===== src/rtl/attr_tbl_pkg.sv =====
package attr_tbl_pkg;

   localparam int unsigned NUM_ENT   = 7;
   localparam int unsigned HANDLE_W  = 16;
   localparam int unsigned WORD_W    = 4;

   // byte size of each entry
   function automatic logic [7:0] ent_bytes(input logic [2:0] e);
      logic [7:0] n;
      case (e)
         3'd0:       n = 8'd16;
         3'd1, 3'd2: n = 8'd24;
         3'd3:       n = 8'd20;
         3'd4:       n = 8'd8;
         3'd5:       n = 8'd24;
         3'd6:       n = 8'd40;
         default:    n = 8'd0;
      endcase
      return n;
   endfunction

   function automatic logic [31:0] total_bytes();
      logic [31:0] t;
      t = '0;
      for (int i = 0; i < int'(NUM_ENT); i++) t = t + {24'd0, ent_bytes(3'(i))};
      return t;
   endfunction

   // constant table byte; header length and checksum bytes read as zero
   function automatic logic [7:0] tbl_byte(input logic [2:0]  e,
                                           input logic [5:0]  b,
                                           input logic [63:0] mem_len);
      logic [7:0]  v;
      logic [5:0]  off;
      logic [63:0] sh;
      v   = 8'd0;
      off = b - 6'd16;
      sh  = mem_len >> {b[2:0], 3'b000};
      if (e == 3'd0) begin
         if (b == 6'd4) v = 8'd1;
      end else if (e < 3'd7) begin
         if (b == 6'd0) v = {5'd0, e - 3'd1};
         if (b == 6'd2) v = ent_bytes(e);
         if (e == 3'd1 && b >= 6'd16 && b < 6'd24) v = sh[7:0];
         if (e == 3'd6 && b >= 6'd16 && (off[2:0] == 3'd0 || off[2:0] == 3'd2))
            v = {5'd0, off[5:3]};
      end
      return v;
   endfunction

endpackage


===== src/rtl/attr_tbl_walker.sv =====
module attr_tbl_walker
   import attr_tbl_pkg::*;
#(
   parameter logic [63:0] MEM_RANGE_LEN = 64'h40000
) (
   input  logic        clk,
   input  logic        rst_n,
   output logic        done_o,
   output logic [31:0] tot_len_o,
   output logic [7:0]  csum_o
);
   localparam logic [31:0] TOTAL = total_bytes();

   logic [2:0]  e_q;
   logic [5:0]  b_q;
   logic [7:0]  sum_q;
   logic [31:0] len_q;
   logic        done_q;
   logic [7:0]  cur_byte;
   logic [7:0]  cur_len;
   logic        last_b;
   logic [7:0]  full_sum;

   assign cur_byte = tbl_byte(e_q, b_q, MEM_RANGE_LEN);
   assign cur_len  = ent_bytes(e_q);
   assign last_b   = ({2'b00, b_q} == cur_len - 8'd1);

   always_ff @(posedge clk) begin
      if (!rst_n) begin
         e_q    <= '0;
         b_q    <= '0;
         sum_q  <= '0;
         len_q  <= '0;
         done_q <= 1'b0;
      end else if (!done_q) begin
         sum_q <= sum_q + cur_byte;
         if (b_q == 6'd0) len_q <= len_q + {24'd0, cur_len};
         if (last_b) begin
            b_q <= '0;
            if (e_q == 3'(NUM_ENT - 1)) done_q <= 1'b1;
            else                        e_q    <= e_q + 3'd1;
         end else begin
            b_q <= b_q + 6'd1;
         end
      end
   end

   assign full_sum  = sum_q + len_q[7:0] + len_q[15:8] + len_q[23:16] + len_q[31:24];
   assign csum_o    = 8'd0 - full_sum;
   assign done_o    = done_q;
   assign tot_len_o = len_q;

   assert_done_sticky_R1: assert property (@(posedge clk) disable iff (!rst_n)
      done_q |=> done_q);
   assert_total_len_R3: assert property (@(posedge clk) disable iff (!rst_n)
      done_q |-> len_q == TOTAL);

endmodule


===== src/rtl/attr_tbl_rom.sv =====
module attr_tbl_rom
   import attr_tbl_pkg::*;
#(
   parameter logic [63:0] MEM_RANGE_LEN = 64'h40000
) (
   input  logic [2:0]        ent_i,
   input  logic [WORD_W-1:0] word_i,
   input  logic [31:0]       tot_len_i,
   input  logic [7:0]        csum_i,
   output logic [31:0]       dword_o
);
   logic [31:0] raw;

   // one lane per byte of the dword, little-endian
   for (genvar i = 0; i < 4; i++) begin : g_lane
      assign raw[8*i +: 8] = tbl_byte(ent_i, {word_i, 2'(i)}, MEM_RANGE_LEN);
   end

   always_comb begin
      dword_o = raw;
      if (ent_i == 3'd0 && word_i == '0)       dword_o = tot_len_i;
      if (ent_i == 3'd0 && word_i == WORD_W'(1)) dword_o[15:8] = csum_i;
   end

endmodule


===== src/rtl/attr_tbl_seq.sv =====
module attr_tbl_seq
   import attr_tbl_pkg::*;
#(
   parameter logic [15:0] VENDOR_ID = 16'h1E98,
   parameter logic [7:0]  OBJ_TYPE  = 8'h02
) (
   input  logic                clk,
   input  logic                rst_n,
   input  logic                en_i,
   input  logic                req_valid_i,
   output logic                req_ready_o,
   input  logic [HANDLE_W-1:0] req_handle_i,
   output logic                rsp_valid_o,
   input  logic                rsp_ready_i,
   output logic [31:0]         rsp_data_o,
   output logic                rsp_last_o,
   output logic [2:0]          ent_o,
   output logic [WORD_W-1:0]   word_o,
   input  logic [31:0]         ent_dword_i
);
   localparam logic [HANDLE_W-1:0] END_MARK = '1;

   logic                busy_q;
   logic [2:0]          ent_q;
   logic [HANDLE_W-1:0] next_q;
   logic [7:0]          len_q;
   logic [7:0]          cnt_q;
   logic                in_range;
   logic [7:0]          eb;
   logic                accept;
   logic                xfer;
   logic [7:0]          word_idx;

   assign in_range = req_handle_i < HANDLE_W'(NUM_ENT);
   assign eb       = ent_bytes(req_handle_i[2:0]);
   assign accept   = req_valid_i && req_ready_o;
   assign xfer     = rsp_valid_o && rsp_ready_i;

   always_ff @(posedge clk) begin
      if (!rst_n) begin
         busy_q <= 1'b0;
         ent_q  <= '0;
         next_q <= '0;
         len_q  <= '0;
         cnt_q  <= '0;
      end else if (accept) begin
         busy_q <= 1'b1;
         cnt_q  <= '0;
         ent_q  <= req_handle_i[2:0];
         len_q  <= in_range ? 8'd2 + {2'b00, eb[7:2]} : 8'd2;
         next_q <= (req_handle_i < HANDLE_W'(NUM_ENT - 1)) ? req_handle_i + 1'b1 : END_MARK;
      end else if (xfer) begin
         if (cnt_q == len_q - 8'd1) busy_q <= 1'b0;
         else                       cnt_q  <= cnt_q + 8'd1;
      end
   end

   assign word_idx    = cnt_q - 8'd2;
   assign word_o      = word_idx[WORD_W-1:0];
   assign ent_o       = ent_q;
   assign req_ready_o = en_i && !busy_q;
   assign rsp_valid_o = busy_q;
   assign rsp_last_o  = busy_q && (cnt_q == len_q - 8'd1);

   always_comb begin
      case (cnt_q)
         8'd0:    rsp_data_o = {len_q, OBJ_TYPE, VENDOR_ID};
         8'd1:    rsp_data_o = {next_q, 8'h00, 8'h00};
         default: rsp_data_o = ent_dword_i;
      endcase
   end

   assert_hold_R10: assert property (@(posedge clk) disable iff (!rst_n)
      rsp_valid_o && !rsp_ready_i |=> rsp_valid_o && $stable(rsp_data_o) && $stable(rsp_last_o));
   assert_last_valid_R10: assert property (@(posedge clk) disable iff (!rst_n)
      rsp_last_o |-> rsp_valid_o);
   assert_no_ready_busy_R11: assert property (@(posedge clk) disable iff (!rst_n)
      !(req_ready_o && rsp_valid_o));
   assert_hdr_len_R5: assert property (@(posedge clk) disable iff (!rst_n)
      rsp_valid_o && cnt_q == 8'd0 |-> rsp_data_o[31:24] >= 8'd2 && rsp_data_o[31:24] <= 8'd12);

endmodule


===== src/rtl/attr_tbl_resp.sv =====
module attr_tbl_resp
   import attr_tbl_pkg::*;
#(
   parameter logic [15:0] VENDOR_ID     = 16'h1E98,
   parameter logic [7:0]  OBJ_TYPE      = 8'h02,
   parameter logic [63:0] MEM_RANGE_LEN = 64'h40000
) (
   input  logic        clk,
   input  logic        rst_n,
   input  logic        req_valid,
   output logic        req_ready,
   input  logic [15:0] req_handle,
   output logic        rsp_valid,
   input  logic        rsp_ready,
   output logic [31:0] rsp_data,
   output logic        rsp_last
);
   if (HANDLE_W != 16) begin : g_bad_handle
      $error("handle width must be 16");
   end
   if (total_bytes() % 4 != 0) begin : g_bad_size
      $error("table size must be whole dwords");
   end

   logic              walk_done;
   logic [31:0]       tot_len;
   logic [7:0]        csum;
   logic [2:0]        ent;
   logic [WORD_W-1:0] word;
   logic [31:0]       ent_dword;

   attr_tbl_walker #(.MEM_RANGE_LEN(MEM_RANGE_LEN)) walker_i (
      .clk(clk), .rst_n(rst_n), .done_o(walk_done),
      .tot_len_o(tot_len), .csum_o(csum));

   attr_tbl_rom #(.MEM_RANGE_LEN(MEM_RANGE_LEN)) rom_i (
      .ent_i(ent), .word_i(word), .tot_len_i(tot_len),
      .csum_i(csum), .dword_o(ent_dword));

   attr_tbl_seq #(.VENDOR_ID(VENDOR_ID), .OBJ_TYPE(OBJ_TYPE)) seq_i (
      .clk(clk), .rst_n(rst_n), .en_i(walk_done),
      .req_valid_i(req_valid), .req_ready_o(req_ready), .req_handle_i(req_handle),
      .rsp_valid_o(rsp_valid), .rsp_ready_i(rsp_ready), .rsp_data_o(rsp_data),
      .rsp_last_o(rsp_last), .ent_o(ent), .word_o(word), .ent_dword_i(ent_dword));

   assert_quiet_walk_R1: assert property (@(posedge clk) disable iff (!rst_n)
      !walk_done |-> !req_ready && !rsp_valid);

endmodule


===== config.mk =====
export PLATFORM = sky130hd
export DESIGN_NAME = attr_tbl_resp
export DESIGN_NICKNAME = d
export VERILOG_FILES = /design/src/rtl/attr_tbl_pkg.sv /design/src/rtl/attr_tbl_walker.sv /design/src/rtl/attr_tbl_rom.sv /design/src/rtl/attr_tbl_seq.sv /design/src/rtl/attr_tbl_resp.sv
export SDC_FILE = /design/constraint.sdc
export NUM_CORES = 1
export LEC_CHECK = 0
export BUFFER_PORTS_ARGS = -buffer_cell sky130_fd_sc_hd__buf_2
export CORE_MARGIN = 5
export CORE_UTILIZATION = 60
export CTS_CLUSTER_SIZE = 28
export DETAILED_ROUTE_END_ITERATION = 16
export PLACE_DENSITY = 0.84
export SLEW_MARGIN = 20
export SYNTH_ARGS = -nofsm -noshare
export SYNTH_HDL_FRONTEND = slang
export SYNTH_SLANG_ARGS = --single-unit

===== constraint.sdc =====
create_clock -name clk -period 4.8 [get_ports clk]
set_input_delay 0.72 -clock clk [delete_from_list [all_inputs] [get_ports clk]]
set_output_delay 0.72 -clock clk [all_outputs]
set_load 0.05 [all_outputs]

After elaboration in Yosys (flattened, before gate mapping)
Index checks and enable logic that the tools add are counted.
Word-level totals
  register bits: 86
Operators by class
  eq/ne operators: 29
  magnitude comparators: 14
  muxes and demuxes: 42
  shift-type cells: 5
  bitwise operators: 4
  $add $sub $neg: 22
  reductions and logical operators: 53
Operators by type and width (number)
  2-to-1 mux 8 bit: 24
  >> shifter 19 x 6 -> 8 bit, first input constant: 5
  one-hot mux 32 bit (2 select lines): 1
  one-hot mux 6 bit (5 select lines): 2
  one-hot mux 6 bit (4 select lines): 2
  adder 8 bit: 5
  == test 3 x 2 -> 1 bit, second input constant: 11
  adder 32 x 6 -> 32 bit: 1
  less-than comparator 16 x 3 -> 1 bit, second input constant: 2
  2-to-1 mux 32 bit: 1
  >= comparator 6 x 5 -> 1 bit, second input constant: 5
  less-than comparator 6 x 5 -> 1 bit, second input constant: 5
  subtractor 6 x 5 -> 6 bit, second input constant: 5
  == test 3 bit, second input constant: 9
  logical AND 1 bit: 26
  logical NOT 3 bit: 8
  adder 16 x 1 -> 16 bit, second input constant: 1
  2-to-1 mux 16 bit: 1
  == test 3 x 1 -> 1 bit, second input constant: 3
  OR reduction 3 bit: 3
  adder 8 x 1 -> 8 bit, second input constant: 1
  == test 6 x 8 -> 1 bit: 1
  == test 8 x 1 -> 1 bit, second input constant: 1
  == test 8 bit: 1
  25 further kinds: 45

Depth between registers and ports, before layout
Gate-level depths: netlist of run 1.
  word-level depth: 11
  gate-level depth with buffers: 16
  mapped depth without buffers: 16

Modules after synthesis
From an unflattened synthesis of run 1, not the netlist that was laid out.
Unflattened totals
  cell total of the unflattened synthesis: 818
  area total of the unflattened synthesis: 6723.9 um2
By module, submodules not included
  attr_tbl_walker: instances 1, cells each 469, area each 3942.5 um2
  attr_tbl_seq: instances 1, cells each 257, area each 2124.5 um2
  attr_tbl_rom: instances 1, cells each 92, area each 656.9 um2

Least setup slack after synthesis of run 1
Ideal clock, no wire load.
  path type: reg2out
  start point: reg walker_i.len_q[13] (netlist: walker_i.tot_len_o[13])
  end point: out rsp_data[15]
  arrival time: 3.976 ns
  cell stages (with the launch flop): 15
  path slack: 0.104 ns
  required time: 4.080 ns
  path through: dfxtp_1 > clkbuf_1 > inv_1 > fa_1 > inv_1 > fa_1 > inv_1 > fa_1 > ha_1 > and2_1 > a311o_1 > a21oi_1 > xnor2_1 > a22oi_1 > nor2_1
Between the ends
  cells in the longest elaborated chain, start to end: 6
RTL lines
  start, declared: line attr_tbl_walker.sv:17  | logic [31:0] len_q;
  start signal, assigned: line attr_tbl_walker.sv:37  | if (b_q == 6'd0) len_q <= len_q + {24'd0, cur_len};
  adder 8 bit (3 in series): line attr_tbl_walker.sv:48  | assign full_sum = sum_q + len_q[7:0] + len_q[15:8] + len_q[23:16] + len_q[31:24];
  subtractor 1 x 8 -> 8 bit: line attr_tbl_walker.sv:49  | assign csum_o = 8'd0 - full_sum;
  2-to-1 mux 8 bit: line attr_tbl_rom.sv:22  | if (ent_i == 3'd0 && word_i == WORD_W'(1)) dword_o[15:8] = csum_i;
  one-hot mux 32 bit (2 select lines): line attr_tbl_seq.sv:66  | case (cnt_q)
  end, declared: line attr_tbl_resp.sv:15  | output logic [31:0] rsp_data,
Every way passes these cells.

Worst setup path in the final report of run 1
  start point: reg walker_i.len_q[18] (netlist: walker_i.tot_len_o[18])
  end point: out rsp_data[14]
Between the ends
  cells in the longest elaborated chain, start to end: 5
RTL lines (line)
  adder 8 bit (2 in series): attr_tbl_walker.sv:48
  subtractor 1 x 8 -> 8 bit: attr_tbl_walker.sv:49
  2-to-1 mux 8 bit: attr_tbl_rom.sv:22
  one-hot mux 32 bit (2 select lines): attr_tbl_seq.sv:66
Every way passes these cells.

==> summary.txt, run 1 <==
Synth
  – Adder-cell share of the synthesized area: between 10% and 20%
  – Post-synthesis mux area share: around 1.3%
  – Post-synthesis xor/xnor area fraction: between 8 and 9%
  – Prevailing post-synth register cell: dfxtp_1
  – Mapped cell area: 6210 um^2
  – Post-synth EDFFs: 0
  – Largest family of logic cells by synthesized area: simple AND/OR/NAND/NOR gates
  – Yosys top cell area share: 26.1%
  – Fraction of the mapped netlist area in compound gates: 15.4%
  – Synth cell types: 70
  – Largest cells by area after synthesis: dfxtp_1, ha_1, xnor2_1
  – Synth Area per Inst: 8.06 um^2
  – Biggest area consumer among synthesized cells: dfxtp_1
  – Ys async rst share: 0%
  – Synth Area in Simple Gates: around 22%
  – #FFs+latches synth: 81
  – Post-synthesis sequential area ratio: about a quarter
  – Net count after synthesis: slightly below 900
  – Mapped Cells: approximately 770
  – Yosys warnings: 0

Detailed routing
  – Routed via count: roughly 5800
  – Antenna-violating nets left: 0
  – Detailed-route DRC error count: 0
  – Drt first pass iters: 9
  – Final wirelength: 16.5 mm
  – Initial DRC count: about 430
  – Via density: just over 6
  – Routed WL per cell: about 17 um

Status
  – Status: complete, no violations

Finish
  – Final nets: roughly 920
  – Antenna Cells: 0
  – Syn-to-layout area delta: 10.5%
  – Ratio of cells with drive above 1 in the final layout: between 10% and 20%
  – Filler Cell Count: a little over 800
  – Post-route core utilization: 67.1%
  – Post-route cell area: ~7000 um^2

Floorplan
  – Initial core utilization: about three fifths
  – Row count: 37
  – Die area: roughly 12000 um^2
  – # IOs: between 50 and 60
  – Core Area: slightly above 10000 um^2
  – Die width: roughly 110 um
  – Die Span Y: between 100 and 150 um

Clocking
  – CTS sink count: 81
  – CTS tree: done
  – Clk_lat worst skew: 370 ps
  – Clock tree root buffer cell: clkbuf_8
  – Hold buffer count at CTS: 0
  – Clock transition at path regs: approximately 90 ps
  – Clock buffer depth: 2
  – Cts bufs inserted: 9
  – CTS H-Tree Depth: 3

Critical path
  – Worst path cell trace: inv_1 -> fa_1 -> inv_1 -> fa_1 -> inv_1 -> fa_2 -> ha_2 -> inv_1 -> fa_2 -> inv_1 -> a21o_1 -> a21oi_1 -> xnor2_1 -> a22oi_1 -> nor2_1 -> buf_6
  – Crit path largest cell delay: 560 ps
  – Crit-path most repeated cell: inv_1
  – Crit path kind: flop to output pin
  – Setup crit end kind: output pin
  – Buffers & Inverters on Critical Path: 6
  – Total stage count of the critical path: 16
  – Critical path required time: ~4100 ps
  – Crit-path slowest cell: fa_2
  – Family with the most delay on the worst path: adder cells
  – Setup crit start kind: flop
  – Critical Path AT: a little under 4000 ps
  – Cells on worst reg2reg path: 14
  – Max FO, Critical Path: 3

STA
  – Worst Skew: 17.8 ps
  – Tmin final: ~4700 ps
  – Maximum clock rate: around 210 MHz
  – Final worst setup slack: between 100 and 150 ps
  – Tightest Pin Transition: 919 ps
  – Final Cycle Share: between 90% and 100%
  – Setup violators final: 0
  – Hold_ws: roughly 470 ps
  – Max-slew violations: 0
  – Slew margin rel.: between 30% and 40%
  – Final Hold Fails: 0

Place
  – PortBufs: 54
  – Final GP Congestion: roughly 0.97
  – Dpl cell area: 6570 um^2
  – DP HPWL: roughly 12 mm
  – Place WS: about 220 ps

Power
  – Switching share of total power: between 20% and 30%
  – Sw Pwr: ~390 uW
  – Combinational Power Share: between 10% and 20%
  – Design Power: between 1000 and 1500 uW
  – Clock power frac: 38.4%
  – Internal Pwr Total: 1020 uW
  – Pwr/cell area: ~200 nW/um^2
  – Maximum VDD drop: between 0.0001 and 0.00015 V
  – Leakage: between 0.002 and 0.003 uW
  – Flop pwr share: ~49%

Global routing
  – Total GRT Usage: 26.3%
  – Initial antenna violation count: 0
  – Vias in the first global route: between 5000 and 6000
  – First-pass GRT wire length: about 27 mm
  – Total gr overflow: 0
  – Largest net degree at the start of global routing: 34

Worst hold path
  – Hold path cells: 2
  – Hold Crit Class: flop to flop

Run
  – Max Cap Viol: 0
==> power by group through the flow <==
stage	Combinational (uW)	Clock, uW	Sequential, uW
2_1_floorplan	126	0	696
3_3_place_gp	159	0	697
3_5_place_dp	167	0	698
4_1_cts	168	548	682
5_1_grt	201	582	683
6_report	183	539	682
==> worst register-to-register path: stages (launching register included) <==
cell and delay [ps]:
dfxtp_1 460, inv_1 180, ha_1 320, a211oi_2 370
inv_2 140, o221a_2 290, nor2_1 180, inv_1 90
ha_1 320, a21o_1 200, a21oi_1 580, buf_4 290
nor3_1 90, xnor2_1 210, nor2_1 60
==> synth_stat cells, drive strengths merged, types with 13 or more instances <==
| master | instances |
|---|---|
| xnor2 | 50 |
| inv | 98 |
| a21oi | 34 |
| nor2 | 94 |
| fa | 20 |
| dfxtp | 81 |
| nor3 | 20 |
| nand2 | 48 |
| o21ai | 30 |
| clkbuf | 20 |
| nand3 | 27 |
| ha | 60 |
| and3 | 13 |
==> placed cells by master (no fill, tap or decap), types with 5 or more instances in the layout <==
cell type / n
or3_1: 10
nor4_1: 9
a222oi_1: 5
dfxtp_2: 8
nor2b_1: 8
nand3_1: 27
xor2_1: 10
fa_1: 18
xnor2_1: 49
nor2_1: 94
nor3_1: 20
o21ai_0: 29
and4_1: 5
buf_4: 10
ha_1: 58
mux2i_1: 7
a22o_1: 6
dfxtp_1: 72
a22oi_1: 9
nand4_1: 10
clkbuf_8: 10
or4_1: 5
and2_1: 9
inv_1: 97
and3_1: 13
buf_2: 52
a21o_1: 7
a21oi_1: 33
nand2_1: 48
==> sequential cells by signal, indices dropped and copies added (netlist names) <==
register / flops
seq_i.len_q: 5
seq_i.next_q: 16
walker_i.done_o: 1
walker_i.sum_q: 8
walker_i.tot_len_o: 30
seq_i.ent_o: 3
seq_i.rsp_valid_o: 1
walker_i.e_q: 3
walker_i.b_q: 6
seq_i.cnt_q: 8
==> what timing repair did <==
item / 4_1_cts / 5_1_grt
gates resized for setup: 4 / 17
buffers inserted: 1 / 2
endpoints found under the setup margin: 1 / 2
pin swaps: 2 / 10
hold endpoints to repair: 0 / 0
==> path summary, 6_finish.rpt <==
kind | startpoint | endpoint | slack, ps
worst max-delay path | walker_i.tot_len_o[18]$_SDFFE_PN0P_ | rsp_data[14] | 110
worst min-delay path | walker_i.sum_q[6]$_SDFFE_PN0N_ | walker_i.sum_q[6]$_SDFFE_PN0N_ | 470
worst max register to register | walker_i.e_q[0]$_SDFFE_PN0P_ | walker_i.tot_len_o[11]$_SDFFE_PN0P_ | 920
worst min register to register | walker_i.sum_q[6]$_SDFFE_PN0N_ | walker_i.sum_q[6]$_SDFFE_PN0N_ | 470
==> layout make-up <==
type	count	area (um^2)	area share, %
multi-input combinational	561	4120	60.0
clock inverter	6	72.6	1.06
tap	136	170	2.48
clock buffer	10	138	2.01
sequential	81	1640	23.8
timing repair buffer	64	358	5.21
inverter	99	372	5.41
==> per-stage QoR <==
stage,setup TNS [ps],std cells
after CTS,0,955
after detailed placement,0,938
after global routing,-15.8,957
final,0,957
after floorplan,0,771
after global placement,0,938
==> logic make-up (layout without fill, tap and decap cells) <==
logic type / count (synthesis) / in the layout
adders and majority gates: 80 / 80
muxes: 8 / 8
AOI/OAI and AO/OA: 140 / 140
and+or+nand+nor: 272 / 272
buffers and inverters: 129 / 179
xor gates and xnor gates: 61 / 61
DFF: 81 / 81
==> metal layers <==
layer	up-vias	wire length [um]	part of all wire [%]	global-route usage (%)
met4	0	456	2.8	10.2
li1	2728	-	-	-
met1	2753	6740	41	32.6
met5	-	0	0	0
met3	47	1140	6.9	5.65
met2	251	8120	49	44.7
Power figures use the tool's default switching activity.
==> run 2, diff against run 1 <==
--- a/config.mk
+++ b/config.mk
@@ -5,12 +5,12 @@
 export SDC_FILE = /design/constraint.sdc
 export NUM_CORES = 1
 export LEC_CHECK = 0
-export BUFFER_PORTS_ARGS = -buffer_cell sky130_fd_sc_hd__buf_2
 export CORE_MARGIN = 5
 export CORE_UTILIZATION = 60
 export CTS_CLUSTER_SIZE = 28
 export DETAILED_ROUTE_END_ITERATION = 16
-export PLACE_DENSITY = 0.84
+export DONT_BUFFER_PORTS = 1
+export PLACE_DENSITY = 0.8
 export SLEW_MARGIN = 20
 export SYNTH_ARGS = -nofsm -noshare
 export SYNTH_HDL_FRONTEND = slang
==> summary.txt, run 2 (synthesized netlist as in run 1, its figures left out) <==
Status
  – Status: complete, no violations

Finish
  – Syn-to-layout area delta: 7.96%
  – Post-route core utilization: 65.5% (-1.5 points)
  – Register area: 1640 um^2 (unchanged)
  – Filler Cell Count: 805 (-1.5%)
  – Antenna Cells: 0 (unchanged)
  – Most frequent cells in the layout: inv_1, nor2_1, dfxtp_1, ha_1, xnor2_1
  – Final nets: 877 (-4.3%)
  – Ratio of cells with drive above 1 in the final layout: 8.71% (-4.2 points)
  – Largest register FFs: 30 (unchanged)
  – Most common cell after layout, fill and taps aside: inv_1
  – Multi-input gate area: 4130 um^2 (+0.36%)

Critical path
  – Critical path required time: 4080 ps (about the same)
  – Family with the most delay on the worst path: adder cells
  – Crit path largest cell delay: 580 ps (+20 ps)
  – Total stage count of the critical path: 14 (-2)
  – Crit-path slowest cell: fa_1
  – Crit-path most repeated cell: fa_1
  – Buffers & Inverters on Critical Path: 4 (-2)
  – Max FO, Critical Path: 4 (+1)
  – Crit path kind: flop to output pin
  – Setup crit start kind: flop
  – Setup crit end kind: output pin
  – Critical Path AT: 3950 ps (-20 ps)
  – FF-to-FF End: walker_i.sum_q[6]$_SDFFE_PN0N_
  – Worst R2R Start: walker_i.e_q[0]$_SDFFE_PN0P_
  – Worst path cell trace: inv_2 -> fa_1 -> inv_1 -> fa_1 -> fa_1 -> inv_1 -> ha_1 -> a21o_1 -> a311o_1 -> a21oi_2 -> xnor2_1 -> a22oi_1 -> nor2_1 -> buf_6
  – Cells on worst reg2reg path: 15 (+1)
  – R2R Setup Slk: 1300 ps (+380 ps)

Worst hold path
  – Hold path cells: 1 (-1)
  – Hold Startpoint: rsp_ready
  – Hold Path Sink: seq_i.rsp_valid_o$_SDFFE_PN0P_
  – Hold Crit Class: primary input to flop

Clocking
  – Clk_lat worst skew: 370 ps (about the same)
  – Clock buffer depth: 2 (unchanged)
  – Clock transition at path regs: 90 ps (about the same)
  – Cts bufs inserted: 9 (unchanged)
  – Clock tree root buffer cell: clkbuf_8
  – CTS tree: done
  – CTS H-Tree Depth: 3 (unchanged)
  – Hold buffer count at CTS: 0 (unchanged)
  – CTS sink count: 81 (unchanged)

STA
  – Slew margin rel.: 36.6% (-2.2 points)
  – Final Cycle Share: 97.4% (-0.31 points)
  – Unrepaired setup endpoints after global routing: yes
  – Tmin final: 4670 ps (-14.7 ps)
  – Worst Skew: 16.1 ps (-1.66 ps)
  – Max-slew violations: 0 (unchanged)
  – Maximum clock rate: 214 MHz (+0.31%)
  – Final Hold Fails: 0 (unchanged)
  – Tightest Pin Transition: 948 ps (+29.5 ps)
  – Setup violators final: 0 (unchanged)

Global routing
  – Total GRT Usage: 25.8% (-0.52 points)
  – First-pass GRT wire length: 26.6 mm (-2.2%)
  – Largest net degree at the start of global routing: 44 (+29%)
  – Total gr overflow: 0 (unchanged)
  – Vias in the first global route: 5536 (-2.6%)
  – Met3 Track Usage GR: 5.76% (+0.11 points)
  – Initial antenna violation count: 1 (+1)
  – GR Util met2: 43.9% (-0.80 points)
  – GRT Max-Usage Layer: met2
  – Met1 Resource Use GR: 32.2% (-0.34 points)

Place
  – DP HPWL: 11.9 mm (-3.9%)
  – PortBufs: 0 (-100%)
  – Final GP Congestion: 0.974 (+0.34%)

Floorplan
  – Die area: 12500 um^2 (unchanged)
  – Core Area: 10200 um^2 (unchanged)
  – Row count: 37 (unchanged)
  – # IOs: 55 (unchanged)
  – Initial core utilization: 60.7% (unchanged)
  – Die width: 112 um (unchanged)
  – Die Span Y: 112 um (unchanged)

Power
  – Leakage: 0.00268 uW (-6.2%)
  – Design Power: 1380 uW (-2.0%)
  – Pwr/cell area: 205 nW/um^2 (+0.33%)
  – Maximum VDD drop: 0.000145 V (-3.0%)

Detailed routing
  – Initial DRC count: 480 (+11%)
  – Routed via count: 5604 (-3.0%)
  – Via density: 6.11 (+1.2%)
  – Routed WL per cell: 17.6 um (+2.1%)
  – Final wirelength: 16.1 mm (-2.2%)
  – Detailed-route DRC error count: 0 (unchanged)
  – Drt first pass iters: 5 (-4)
  – Antenna-violating nets left: 0 (unchanged)

Run
  – Max Cap Viol: 0 (unchanged)
==> run 2: cell types whose count changed in the layout (fill, tap and decap cells not counted), sizes merged <==
cell      delta
buf         -39
clkinv       -1
clkinvlp     +1
inv          -1
==> run 2: stage by stage <==
step                instances  setup TNS (ps)  hold WS (ps)  area, um^2  worst slack (ps)
floorplan                 771               0           435        6210               104
global placement          901               0           446        6450               361
detailed placement        901               0           464        6450               249
CTS                       916               0           431        6660              39.0
global route              917           -73.5           429        6710             -51.4
finish                    917               0           441        6710               127
==> run 2: worst max-delay path by stage <==
stage | slack, ps | start | endpoint
2_1_floorplan | 100 | walker_i.tot_len_o[13]$_SDFFE_PN0P_ | rsp_data[15]
3_3_place_gp | 360 | walker_i.tot_len_o[3]$_SDFFE_PN0P_ | rsp_data[15]
3_5_place_dp | 250 | walker_i.tot_len_o[3]$_SDFFE_PN0P_ | rsp_data[15]
4_1_cts | 40 | walker_i.tot_len_o[3]$_SDFFE_PN0P_ | rsp_data[15]
5_1_grt | -50 | walker_i.tot_len_o[4]$_SDFFE_PN0P_ | rsp_data[15]
6_report | 130 | walker_i.tot_len_o[3]$_SDFFE_PN0P_ | rsp_data[15]
==> run 2: metal layers <==
layer | wire [um] | share of wire [%]
met5 | 20 | 0.12
met4 | 417 | 2.6
met3 | 1210 | 7.5
met2 | 7820 | 49
met1 | 6640 | 41
==> run 2: area by class of cell <==
cell class | count | area share, %
inverter | 99 | 5.54
clock inverter | 5 | 0.933
multi-input combinational | 561 | 61.6
tap | 136 | 2.54
clock buffer | 10 | 2.05
sequential | 81 | 24.4
timing repair buffer | 25 | 2.91
==> run 2: what timing repair did <==
item | in CTS | in global routing
endpoints found under the setup margin | 1 | 2
setup buffers | 0 | 1
resized for setup | 4 | 13
pin swaps | 1 | 8
==> run 2: power breakdown <==
part	internal [uW]	switching, uW	leakage [uW]
registers	676	5.62	0.000657
clock network	256	274	0.0000954
logic	72.6	92.3	0.00192
==> run 3, diff against run 2 <==
==> constraint.sdc (replaced) <==
create_clock -name clk -period 4.8 [get_ports clk]
set_input_delay 0.24 -clock clk [delete_from_list [all_inputs] [get_ports clk]]
set_output_delay 0.24 -clock clk [all_outputs]
set_load 0.05 [all_outputs]
==> summary.txt, run 3 (synthesized netlist as in run 1, its figures left out) <==
Status
  – Status: complete, no violations

Clocking
  – Cts bufs inserted: 9 (unchanged)
  – Hold buffer count at CTS: 8 (+8)
  – Cells resized by post-CTS repair: 0 (-4)
  – Clock buffer depth: 2 (unchanged)
  – Clock transition at path regs: 90 ps (about the same)
  – CTS tree: done
  – Clk_lat worst skew: 390 ps (+20 ps)
  – CTS sink count: 81 (unchanged)
  – Clock tree root buffer cell: clkbuf_8
  – Post-CTS Repair Setup Buffers: 0 (unchanged)
  – CTS H-Tree Depth: 3 (unchanged)

Worst hold path
  – Hold Crit Class: primary input to flop
  – Hold Startpoint: rst_n

Critical path
  – R2R Setup Slk: 1290 ps (about the same)
  – CP Capture Point: rsp_data[15]
  – Crit path from: walker_i.tot_len_o[3]$_SDFFE_PN0P_
  – Cells on worst reg2reg path: 14 (-1)
  – Worst path cell trace: inv_1 -> fa_1 -> inv_1 -> fa_1 -> fa_1 -> inv_1 -> ha_1 -> a21o_1 -> a311o_1 -> a21oi_1 -> xnor2_1 -> a22oi_1 -> nor2_1 -> buf_4
  – Setup crit end kind: output pin
  – Crit path largest cell delay: 600 ps (+20 ps)
  – Max FO, Critical Path: 4 (unchanged)
  – FF-to-FF End: walker_i.tot_len_o[31]$_SDFFE_PN0P_
  – Worst R2R Start: walker_i.e_q[0]$_SDFFE_PN0P_
  – Crit path kind: flop to output pin
  – Critical path required time: 4560 ps (+480 ps)
  – Setup crit start kind: flop
  – Crit-path slowest cell: fa_1
  – Critical Path AT: 4230 ps (+280 ps)

Floorplan
  – Initial core utilization: 60.7% (unchanged)
  – Die Span Y: 112 um (unchanged)
  – Row count: 37 (unchanged)
  – Core Area: 10200 um^2 (unchanged)
  – Die width: 112 um (unchanged)
  – # IOs: 55 (unchanged)
  – Die area: 12500 um^2 (unchanged)

STA
  – Setup TNS: 0 ps (unchanged)
  – Final Hold Fails: 0 (unchanged)
  – Unrepaired setup endpoints after global routing: no
  – Tmin final: 4470 ps (-206 ps)
  – Worst Skew: 11.2 ps (-4.90 ps)
  – Setup violators final: 0 (unchanged)
  – Final Cycle Share: 93.1% (-4.3 points)
  – Tightest Pin Transition: 1020 ps (+74.6 ps)
  – Hold_ws: 0.529 ps (-440 ps)
  – Slew margin rel.: 31.4% (-5.2 points)
  – Final worst setup slack: 333 ps (+206 ps)
  – Max-slew violations: 0 (unchanged)
  – Maximum clock rate: 224 MHz (+4.6%)

Detailed routing
  – Routed via count: 5645 (+0.73%)
  – Initial DRC count: 453 (-5.6%)
  – Routed WL per cell: 18.2 um (+3.8%)
  – Detailed-route DRC error count: 0 (unchanged)
  – Via density: 6.16 (+0.84%)
  – Drt first pass iters: 5 (unchanged)
  – Final wirelength: 16.7 mm (+3.7%)
  – Antenna-violating nets left: 0 (unchanged)

Global routing
  – First-pass GRT wire length: 27.4 mm (+2.9%)
  – Vias in the first global route: 5627 (+1.6%)
  – Total gr overflow: 0 (unchanged)
  – Initial antenna violation count: 0 (-1)
  – Largest net degree at the start of global routing: 45 (+2.3%)
  – Total GRT Usage: 26.9% (+1.1 points)

Run
  – Max Cap Viol: 0 (unchanged)

Power
  – Pwr/cell area: 201 nW/um^2 (-2.0%)
  – Leakage: 0.00265 uW (-1.1%)
  – Maximum VDD drop: 0.000179 V (+24%)

Finish
  – Most common cell after layout, fill and taps aside: inv_1
  – Filler Cell Count: 840 (+4.3%)
  – Antenna Cells: 0 (unchanged)
  – Most frequent cells in the layout: inv_1, nor2_1, dfxtp_1, ha_1, xnor2_1
  – Syn-to-layout area delta: 6.97%
  – Post-route cell area: 6650 um^2 (-0.91%)
  – Ratio of cells with drive above 1 in the final layout: 5.77% (-2.9 points)
  – Post-route core utilization: 65.0% (-0.60 points)
  – Largest register FFs: 30 (unchanged)
  – Final nets: 875 (-0.23%)

Place
  – DP HPWL: 12.0 mm (+0.99%)
  – Place WS: 749 ps (+500 ps)
  – Dpl cell area: 6380 um^2 (-1.0%)
  – Final GP Congestion: 0.979 (+0.52%)
  – PortBufs: 0 (unchanged)
## run 3: how the worst min path moves through the flow
stage / end / slack (ps) / cells past startpoint
finish: seq_i.len_q[4]$_SDFFE_PN0P_ / 0.5 / 2
global placement: seq_i.next_q[0]$_SDFFE_PN0P_ / 330 / 1
global route: walker_i.b_q[0]$_SDFFE_PN0N_ / 3 / 1
detailed placement: seq_i.next_q[0]$_SDFFE_PN0P_ / 340 / 1
floorplan: seq_i.next_q[0]$_SDFFE_PN0P_ / 330 / 1
CTS: walker_i.b_q[3]$_SDFFE_PN0N_ / 0.04 / 1
## run 3: layer usage
layer / global-route usage (%) / routed length (um) / vias to the layer above
met2: 46.4 / 8030 / 229
li1: - / - / 2649
met4: 9.33 / 505 / 0
met5: 0 / 0 / -
met1: 32.4 / 6840 / 2721
met3: 6.79 / 1320 / 46
## run 3: worst max-delay path, delay by kind of cell (launching register included)
| family | cells | cell delay [ps] |
|---|---|---|
| fa+ha+maj | 4 | 1950 |
| compound gates | 4 | 770 |
| buf+inv | 4 | 450 |
| flops | 1 | 430 |
| xor+xnor | 1 | 140 |
| simple gates | 1 | 110 |
## run 3: layout make-up
type | count | area [um^2] | area share (%)
Clock inverter | 5 | 40.0 | 0.603
Sequential cell | 81 | 1620 | 24.4
Tap cell | 136 | 170 | 2.56
Clock buffer | 11 | 141 | 2.13
Multi-Input combinational cell | 561 | 4110 | 61.8
Timing Repair Buffer | 23 | 193 | 2.90
Inverter | 99 | 372 | 5.59
## run 3: where the power goes
group | internal (uW) | switching, uW | total [uW]
Clock | 206 | 280 | 486
Combinational | 69.3 | 99.0 | 168
Sequential | 677 | 5.71 | 682
Total | 952 | 385 | 1340
## run 3: through the flow
stage / std cells / total power (uW)
final: 916 / 1340
after global placement: 892 / 844
after global routing: 916 / 1380
after CTS: 916 / 1340
after floorplan: 771 / 823
after detailed placement: 892 / 854
